### config.mk
export PLATFORM = sky130hd
export DESIGN_NAME = lpd_arbiter
export DESIGN_NICKNAME = d
export VERILOG_FILES = /design/src/rtl/lpd_pkg.sv /design/src/rtl/lpd_prio_calc.sv /design/src/rtl/lpd_dest_match.sv /design/src/rtl/lpd_min_select.sv /design/src/rtl/lpd_arbiter.sv
export SDC_FILE = /design/constraint.sdc
export NUM_CORES = 1
export LEC_CHECK = 0
export BUFFER_PORTS_ARGS = -buffer_cell sky130_fd_sc_hd__buf_2
export CORE_AREA = 3 3 196 198
export CTS_CLUSTER_SIZE = 30
export DETAILED_ROUTE_END_ITERATION = 10
export DIE_AREA = 0 0 199 201
export GPL_TIMING_DRIVEN = 0
export PLACE_DENSITY_LB_ADDON = 0.25
export SYNTH_ARGS = -nofsm -noshare
export SYNTH_HDL_FRONTEND = slang
export SYNTH_SLANG_ARGS = --single-unit
### constraint.sdc
create_clock -name clk_i -period 0.8 [get_ports clk_i]
set_clock_uncertainty 0.15 [all_clocks]
set_input_delay 0.16 -clock clk_i [delete_from_list [all_inputs] [get_ports clk_i]]
set_output_delay 0.16 -clock clk_i [all_outputs]
set_load 0.1 [all_outputs]
### src/rtl/lpd_pkg.sv
package lpd_pkg;
  localparam int PRIO_W    = 8;
  localparam int CLS_W     = 4;
  localparam int ID_W      = 32;
  localparam int FLAT_W    = 8;
  localparam int CLUSTER_W = 16;

  typedef enum logic [1:0] {
    DM_BCAST   = 2'd0,
    DM_FLAT    = 2'd1,
    DM_CLUSTER = 2'd2,
    DM_NONE    = 2'd3
  } dest_mode_e;
endpackage

### src/rtl/lpd_prio_calc.sv
module lpd_prio_calc
  import lpd_pkg::*;
(
  input  logic [PRIO_W-1:0] tpr_i,
  input  logic [PRIO_W-1:0] irr_i,
  input  logic [PRIO_W-1:0] isr_i,
  input  logic [PRIO_W-1:0] vec_i,
  output logic [PRIO_W-1:0] eff_o,
  output logic              accept_o
);
  localparam logic [PRIO_W-1:0] ClsMask = {{CLS_W{1'b1}}, {(PRIO_W-CLS_W){1'b0}}};

  logic [PRIO_W-1:0] irr_cls, isr_cls, hi;

  always_comb begin
    irr_cls = irr_i & ClsMask;
    isr_cls = isr_i & ClsMask;
    hi      = (irr_cls > isr_cls) ? irr_cls : isr_cls;
    eff_o   = (tpr_i > hi) ? tpr_i : hi;
    // strict: equal class is blocked, so TPR 0xFF admits nothing
    accept_o = (vec_i & ClsMask) > (eff_o & ClsMask);
  end
endmodule

### src/rtl/lpd_dest_match.sv
module lpd_dest_match
  import lpd_pkg::*;
(
  input  dest_mode_e        mode_i,
  input  logic [ID_W-1:0]   ldr_i,
  input  logic [ID_W-1:0]   dest_i,
  output logic              hit_o
);
  always_comb begin
    unique case (mode_i)
      DM_BCAST:   hit_o = 1'b1;
      DM_FLAT:    hit_o = |(ldr_i[FLAT_W-1:0] & dest_i[FLAT_W-1:0]);
      DM_CLUSTER: hit_o = (ldr_i[ID_W-1:CLUSTER_W] == dest_i[ID_W-1:CLUSTER_W]) &&
                          (|(ldr_i[CLUSTER_W-1:0] & dest_i[CLUSTER_W-1:0]));
      default:    hit_o = 1'b0;
    endcase
  end
endmodule

### src/rtl/lpd_min_select.sv
module lpd_min_select #(
  parameter int N_AGENTS = 8,
  parameter int PRIO_W   = 8
) (
  input  logic [N_AGENTS-1:0]        elig_i,
  input  logic [N_AGENTS*PRIO_W-1:0] prio_i,
  output logic [N_AGENTS-1:0]        sel_o,
  output logic                       any_o
);
  logic [PRIO_W-1:0] best;

  always_comb begin
    sel_o = '0;
    any_o = 1'b0;
    best  = '1;
    // strict less-than keeps the lowest index on a tie
    for (int i = 0; i < N_AGENTS; i++) begin
      if (elig_i[i] && (!any_o || prio_i[i*PRIO_W +: PRIO_W] < best)) begin
        best     = prio_i[i*PRIO_W +: PRIO_W];
        sel_o    = '0;
        sel_o[i] = 1'b1;
        any_o    = 1'b1;
      end
    end
  end
endmodule

### src/rtl/lpd_arbiter.sv
module lpd_arbiter
  import lpd_pkg::*;
#(
  parameter int N_AGENTS = 8
) (
  input  logic                       clk_i,
  input  logic                       rst_ni,
  input  logic                       req_valid_i,
  input  logic [PRIO_W-1:0]          req_vector_i,
  input  logic [1:0]                 req_mode_i,
  input  logic [ID_W-1:0]            req_dest_i,
  input  logic [N_AGENTS*PRIO_W-1:0] agent_tpr_i,
  input  logic [N_AGENTS*PRIO_W-1:0] agent_irr_i,
  input  logic [N_AGENTS*PRIO_W-1:0] agent_isr_i,
  input  logic [N_AGENTS*ID_W-1:0]   agent_ldr_i,
  output logic                       grant_valid_o,
  output logic [N_AGENTS-1:0]        grant_o,
  output logic                       delivered_o
);
  dest_mode_e                 mode;
  logic [N_AGENTS*PRIO_W-1:0] eff;
  logic [N_AGENTS-1:0]        accept, hit, elig, sel;
  logic                       any;

  assign mode = dest_mode_e'(req_mode_i);

  for (genvar g = 0; g < N_AGENTS; g++) begin : g_agent
    lpd_prio_calc u_prio (
      .tpr_i   (agent_tpr_i[g*PRIO_W +: PRIO_W]),
      .irr_i   (agent_irr_i[g*PRIO_W +: PRIO_W]),
      .isr_i   (agent_isr_i[g*PRIO_W +: PRIO_W]),
      .vec_i   (req_vector_i),
      .eff_o   (eff[g*PRIO_W +: PRIO_W]),
      .accept_o(accept[g])
    );
    lpd_dest_match u_dest (
      .mode_i(mode),
      .ldr_i (agent_ldr_i[g*ID_W +: ID_W]),
      .dest_i(req_dest_i),
      .hit_o (hit[g])
    );
  end

  assign elig = accept & hit;

  lpd_min_select #(.N_AGENTS(N_AGENTS), .PRIO_W(PRIO_W)) u_sel (
    .elig_i(elig),
    .prio_i(eff),
    .sel_o (sel),
    .any_o (any)
  );

  always_ff @(posedge clk_i or negedge rst_ni) begin
    if (!rst_ni) begin
      grant_valid_o <= 1'b0;
      grant_o       <= '0;
      delivered_o   <= 1'b0;
    end else begin
      grant_valid_o <= req_valid_i;
      grant_o       <= req_valid_i ? sel : '0;
      delivered_o   <= req_valid_i && any;
    end
  end
endmodule

==> out/results.ini, run 1 <==
[route]
detailedRoute.firstIterationViolations=608
route.detailed.wl_per_inst_um=21.3
detail_route.vias_per_cell=5.07
topRoutingLayerUsed=met5
detail_route.wirelength.met1_mm=18.4
drt_first_pass_iters=5
routed-wl-met2_mm=21.4
number_of_remaining_drc_errors=0
drt_wirelength_mm=44.8
num_vias=10600
met3_wire_len_mm=3.59
ant_nets=0

[clocking]
cts-hold-fix-buffers=1
ctsLongestPathBuffers=2
cts_made_buffers=3
cts_tree=built
clock_tree.root_cell=sky130_fd_sc_hd__clkbuf_16
path_clk_slew_ns=0.04
numClockSinks=10
cts-htree-levels=1

[critical_path]
arrival_ns=16.16
critPathMaxStageDelay_ns=0.43
crit_slowest_cell=sky130_fd_sc_hd__or3_4
critical_path_class=primary input to flip-flop
crit_top_cell=sky130_fd_sc_hd__a21o_1
cp_data_required_time_ns=0.76
crit_fanout=8
worstSetupEndpointType=flip-flop
startpoint_type=primary input

[grt]
wire_length_of_the_first_global_routing_pass_mm=63.7
vias_in_the_first_global_route=10700
globalRoute.totalOverflow=0
grt_start_max_net_pins=11
grt_antenna_before_repair=15
grt_util_all_layers=0.209

[timing]
setup_viol_count_final=19
tightest_slew_ns=1.09
timing_hold_violations_final=1
max-slew-margin-rel=0.272
final.setup.tns_ns=-131.24
setup_ws_ns=-15.40
fin_worst_hold_slack_ns=-0.0508
period_needed_ns=16.20
rsz0062_at_grt=true
final.period_utilization=20.2
timing.fmax_ghz=0.0617
report.final.slew_viol_count=0

[final_layout]
flow.area_growth_from_synthesis_pct=58.0
nets=2258
layout.area.seq_um2=288
utilization=0.357
multi_input_comb_area_um2=8370
fillerInstances=3888
drive_above_1_share=0.451

[synth]
synth.lib_cells_used.distinct=87
yosys_most_used_dff=sky130_fd_sc_hd__dfrtp_1
synthesis.yosys.warnings=0
yosys.cell_count.top_type=sky130_fd_sc_hd__ha_1
netlist.top_cell.by_area=sky130_fd_sc_hd__ha_1
synthesis.area_um2=8300
async_set_or_reset_flop_fraction_in_the_synthesized_netlist=1.00
yosys_register_bits=10
synth_top_cells_by_count=sky130_fd_sc_hd__ha_1, sky130_fd_sc_hd__inv_1, sky130_fd_sc_hd__xnor2_1
synth_enable_flop_cells=0
netlist_top_cells_area=sky130_fd_sc_hd__ha_1, sky130_fd_sc_hd__xnor2_1, sky130_fd_sc_hd__xor2_1
yosysSeqAreaShare=0.0301
post_synth.cell_area_avg_um2=7.55
synth.net_count=1731
synthesis.instances=1099
yosysTopAreaCellShare=0.210

[floorplanning]
ioPinCount=503
chipWidth_um=199
initial_core_util=0.226
die_h_um=201
floorplan.die_area_um2=40000
num_rows=70
design.core.area_um2=36700

[job]
maxCapViolations=0

[hold_path]
holdCritPathClass=primary input to flip-flop
hold_start=req_valid_i
whs_path_depth=1
hold_end=grant_valid_o

[pwr]
total_power_mw=25.0
ir_drop_uv=871
power.static_leakage_nw=6.35
power.density_nw_per_um2=1900

[placed_design]
pre_cts_ws_ns=-17.01
hpwl_mm=38.7
port_buffers=402
routabilityCongestion=0.928

[status]
status=finished with violations
failed_checks=negative hold slack, negative setup slack

-- state kept, by name, indices dropped and copies added (netlist names) --
name and flops:
grant_o 8, delivered_o 1, grant_valid_o 1
-- cell families (layout without fill, tap and decap cells) --
family | count (synthesis) | count (layout) | share of synthesized area
AO/OA/AOI/OAI | 315 | 315 | 0.278
XOR/XNOR | 128 | 128 | 0.135
adder cells (fa/ha/maj) | 140 | 140 | 0.211
buffers and inverters | 135 | 661 | 0.0668
flip-flops | 10 | 10 | 0.0301
multiplexers | 53 | 53 | 0.0724
other | 0 | 8 | 0
AND/OR/NAND/NOR | 318 | 318 | 0.207
-- critical path, delay by kind of cell --
| kind | cells | cell delay (ns) |
|---|---|---|
| and+or+nand+nor | 21 | 2.70 |
| AOI/OAI and AO/OA | 41 | 7.64 |
| buffers and inverters | 11 | 1.58 |
| muxes | 5 | 1.50 |
| adders and majority gates | 10 | 2.57 |
-- how the worst max path moves through the flow --
stage / start / endpoint / cells after the start / slack [ns]
after floorplan: agent_irr_i[5] / grant_o[3] / 83 / -14.82
after global placement: agent_irr_i[5] / grant_o[3] / 84 / -16.82
after detailed placement: agent_irr_i[4] / grant_o[3] / 86 / -17.01
after CTS: agent_isr_i[5] / grant_o[3] / 87 / -15.17
after global routing: agent_isr_i[6] / grant_o[4] / 90 / -16.03
final: agent_isr_i[6] / grant_o[4] / 88 / -15.40
-- timing repair --
| action | in CTS | in global routing |
|---|---|---|
| resized for setup | 137 | 50 |
| hold endpoints to repair | 11 | 1 |
| endpoints found under the setup margin | 19 | 19 |
| pin swaps | 63 | 59 |
| setup buffers | 93 | 29 |
-- per-stage QoR --
step / cell area (um2) / hold WS, ns / instances
floorplan: 8710 / -0.286 / 1099
global placement: 11300 / -0.117 / 1969
detailed placement: 11300 / -0.113 / 1969
CTS: 12700 / -0.0633 / 2066
global route: 13100 / -0.0505 / 2100
finish: 13100 / -0.0508 / 2101
-- power breakdown --
group	switching [mW]	internal (mW)	total (mW)
clock network	0.230	0.751	0.981
registers	0.0903	0.658	0.749
logic	11.8	11.4	23.2
-- final cells by class --
| cell class | instances | area share |
|---|---|---|
| Inverter | 89 | 0.0260 |
| Antenna cell | 8 | 0.00153 |
| Timing Repair Buffer | 525 | 0.241 |
| Clock buffer | 4 | 0.00677 |
| Buffer | 43 | 0.0201 |
| Sequential cell | 10 | 0.0219 |
| Tap cell | 468 | 0.0446 |
| Multi-Input combinational cell | 954 | 0.638 |
-- cells in the final DEF (no fill, tap or decap), types with 20 or more instances in the layout --
master and n:
sky130_fd_sc_hd__a21oi_2 25, sky130_fd_sc_hd__buf_2 399, sky130_fd_sc_hd__xor2_1 46, sky130_fd_sc_hd__o21ai_0 42, sky130_fd_sc_hd__nand2_1 68, sky130_fd_sc_hd__a21oi_1 41, sky130_fd_sc_hd__ha_1 118, sky130_fd_sc_hd__buf_4 121
sky130_fd_sc_hd__nor2_1 41, sky130_fd_sc_hd__nand4_1 38, sky130_fd_sc_hd__xnor2_1 82, sky130_fd_sc_hd__inv_1 81, sky130_fd_sc_hd__nor2b_1 30, sky130_fd_sc_hd__mux2i_1 22, sky130_fd_sc_hd__a22oi_1 36, sky130_fd_sc_hd__ha_4 20
-- metal layers --
layer	vias up	GRT usage
li1	5151	-
met1	4998	0.265
met2	442	0.367
met3	50	0.0368
met4	8	0.0459
met5	-	0
(Power assumes the default switching activity.)
==> run 2, diff against run 1 <==
--- a/config.mk
+++ b/config.mk
@@ -6,10 +6,12 @@
 export NUM_CORES = 1
 export LEC_CHECK = 0
 export BUFFER_PORTS_ARGS = -buffer_cell sky130_fd_sc_hd__buf_2
-export CORE_AREA = 3 3 196 198
+export CELL_PAD_IN_SITES_DETAIL_PLACEMENT = 1
+export CELL_PAD_IN_SITES_GLOBAL_PLACEMENT = 1
+export CORE_AREA = 3 3 194 196
 export CTS_CLUSTER_SIZE = 30
 export DETAILED_ROUTE_END_ITERATION = 10
-export DIE_AREA = 0 0 199 201
+export DIE_AREA = 0 0 197 199
 export GPL_TIMING_DRIVEN = 0
 export PLACE_DENSITY_LB_ADDON = 0.25
 export SYNTH_ARGS = -nofsm -noshare
==> out/results.ini, run 2 (synthesis gave the netlist of run 1 again) <==
[final_layout]
largest_reg_flops=8
layout_commonest_cell=sky130_fd_sc_hd__buf_2
top_register=grant_o
final_cell_area_um2=13100
drive_above_1_share=0.445
top_regs=grant_o x8, delivered_o x1, grant_valid_o x1
layout.cells.most_common_list=sky130_fd_sc_hd__buf_2, sky130_fd_sc_hd__ha_1, sky130_fd_sc_hd__buf_4
flow.area_growth_from_synthesis_pct=57.6
nets=2253

[clocking]
cts-htree-levels=1
cts-hold-fix-buffers=1
ctsLongestPathBuffers=2
cts_tree=built
path_clk_slew_ns=0.04
clock_tree.root_cell=sky130_fd_sc_hd__clkbuf_16
numClockSinks=10
cts_made_buffers=3

[floorplanning]
ioPinCount=503
initial_core_util=0.229
die_h_um=199
num_rows=70
chipWidth_um=197
floorplan.die_area_um2=39200
design.core.area_um2=36300

[placed_design]
routabilityCongestion=0.900
pre_cts_ws_ns=-17.14
port_buffers=402
hpwl_mm=40.3
placement.cell_area_um2=11300

[route]
drt_first_pass_iters=4
route.detailed.wl_per_inst_um=22.6
detailedRoute.firstIterationViolations=418
drt_wirelength_mm=47.4
number_of_remaining_drc_errors=0
ant_nets=0
num_vias=10800
detail_route.vias_per_cell=5.16

[grt]
wire_length_of_the_first_global_routing_pass_mm=67.2
vias_in_the_first_global_route=11400
grt_antenna_before_repair=20
grt_util_all_layers=0.225
globalRoute.totalOverflow=0
grt_start_max_net_pins=11

[timing]
setup_ws_ns=-15.36
rsz0062_at_grt=true
timing.fmax_ghz=0.0619
timing_hold_violations_final=1
final.period_utilization=20.2
setup_viol_count_final=19
max-slew-margin-rel=0.153
fin_worst_hold_slack_ns=-0.0447
report.final.slew_viol_count=0
final.setup.tns_ns=-130.78
tightest_slew_ns=1.26
period_needed_ns=16.16

[critical_path]
crit_top_cell=sky130_fd_sc_hd__buf_4
critPathMaxStageDelay_ns=0.42
worstSetupEndpointType=flip-flop
arrival_ns=16.12
cp_data_required_time_ns=0.76
crit_fanout=8
critical_path_class=primary input to flip-flop
startpoint_type=primary input
crit_slowest_cell=sky130_fd_sc_hd__or3_4

[pwr]
power.static_leakage_nw=6.34
power.density_nw_per_um2=2060
ir_drop_uv=1010
total_power_mw=26.9

[status]
failed_checks=negative hold slack, negative setup slack
status=finished with violations

[hold_path]
holdCritPathClass=primary input to flip-flop

[job]
maxCapViolations=0

## run 2: layout make-up
type                    instances  area (um2)
fillers                      4515       23200
plain buffers                  42         262
clock buffers                   3        75.1
multi-input cells             954        8410
repair buffers                521        3110
diodes                          9        22.5
flip-flops and latches         10         288
inverters                      89         339
well taps                     468         586
## run 2: power by group
group / leakage [nW] / switching (mW) / internal, mW / total [mW]
Clock: 0.0370 / 0.257 / 0.651 / 0.907
Sequential: 0.117 / 0.0750 / 0.657 / 0.732
Combinational: 6.18 / 12.8 / 12.5 / 25.3
## run 2: path summary, 6_finish.rpt
check | from | endpoint | slack [ns] | depth (start not counted)
setup / recovery | agent_isr_i[6] | grant_o[3] | -15.36 | 93
hold / removal | req_valid_i | grant_valid_o | -0.04 | 1
max in group asynchronous | rst_ni | delivered_o | 0.11 | 2
min in group asynchronous | rst_ni | grant_o[2] | 0.20 | 2
## run 2: per-stage QoR
step,hold WS [ns],cells,utilization
floorplan,-0.286,1099,-
global placement,-0.0916,1969,0.312
detailed placement,-0.0861,1969,0.312
CTS,-0.0490,2062,0.346
global route,-0.0455,2096,0.361
finish,-0.0447,2096,0.361
## run 2: per-layer routing
layer | part of all wire | global-route usage | vias to the layer above
li1 | - | - | 5149
met1 | 0.41 | 0.266 | 5185
met2 | 0.50 | 0.412 | 378
met3 | 0.057 | 0.0403 | 86
met4 | 0.034 | 0.0715 | 10
met5 | 0.0013 | 0 | -
## run 2: critical path, delay by kind of cell
| kind | cells | cell delay, ns |
|---|---|---|
| compound gates | 36 | 7.06 |
| buf+inv | 22 | 2.81 |
| simple gates | 22 | 2.72 |
| fa+ha+maj | 9 | 2.17 |
| mux | 4 | 1.16 |
## run 2: timing repair
item                                   CTS  global route
pin swaps                               53            53
gates resized for setup                123            65
buffers inserted                        91            27
endpoints found under the hold margin   11             1
setup endpoints to repair               19            29
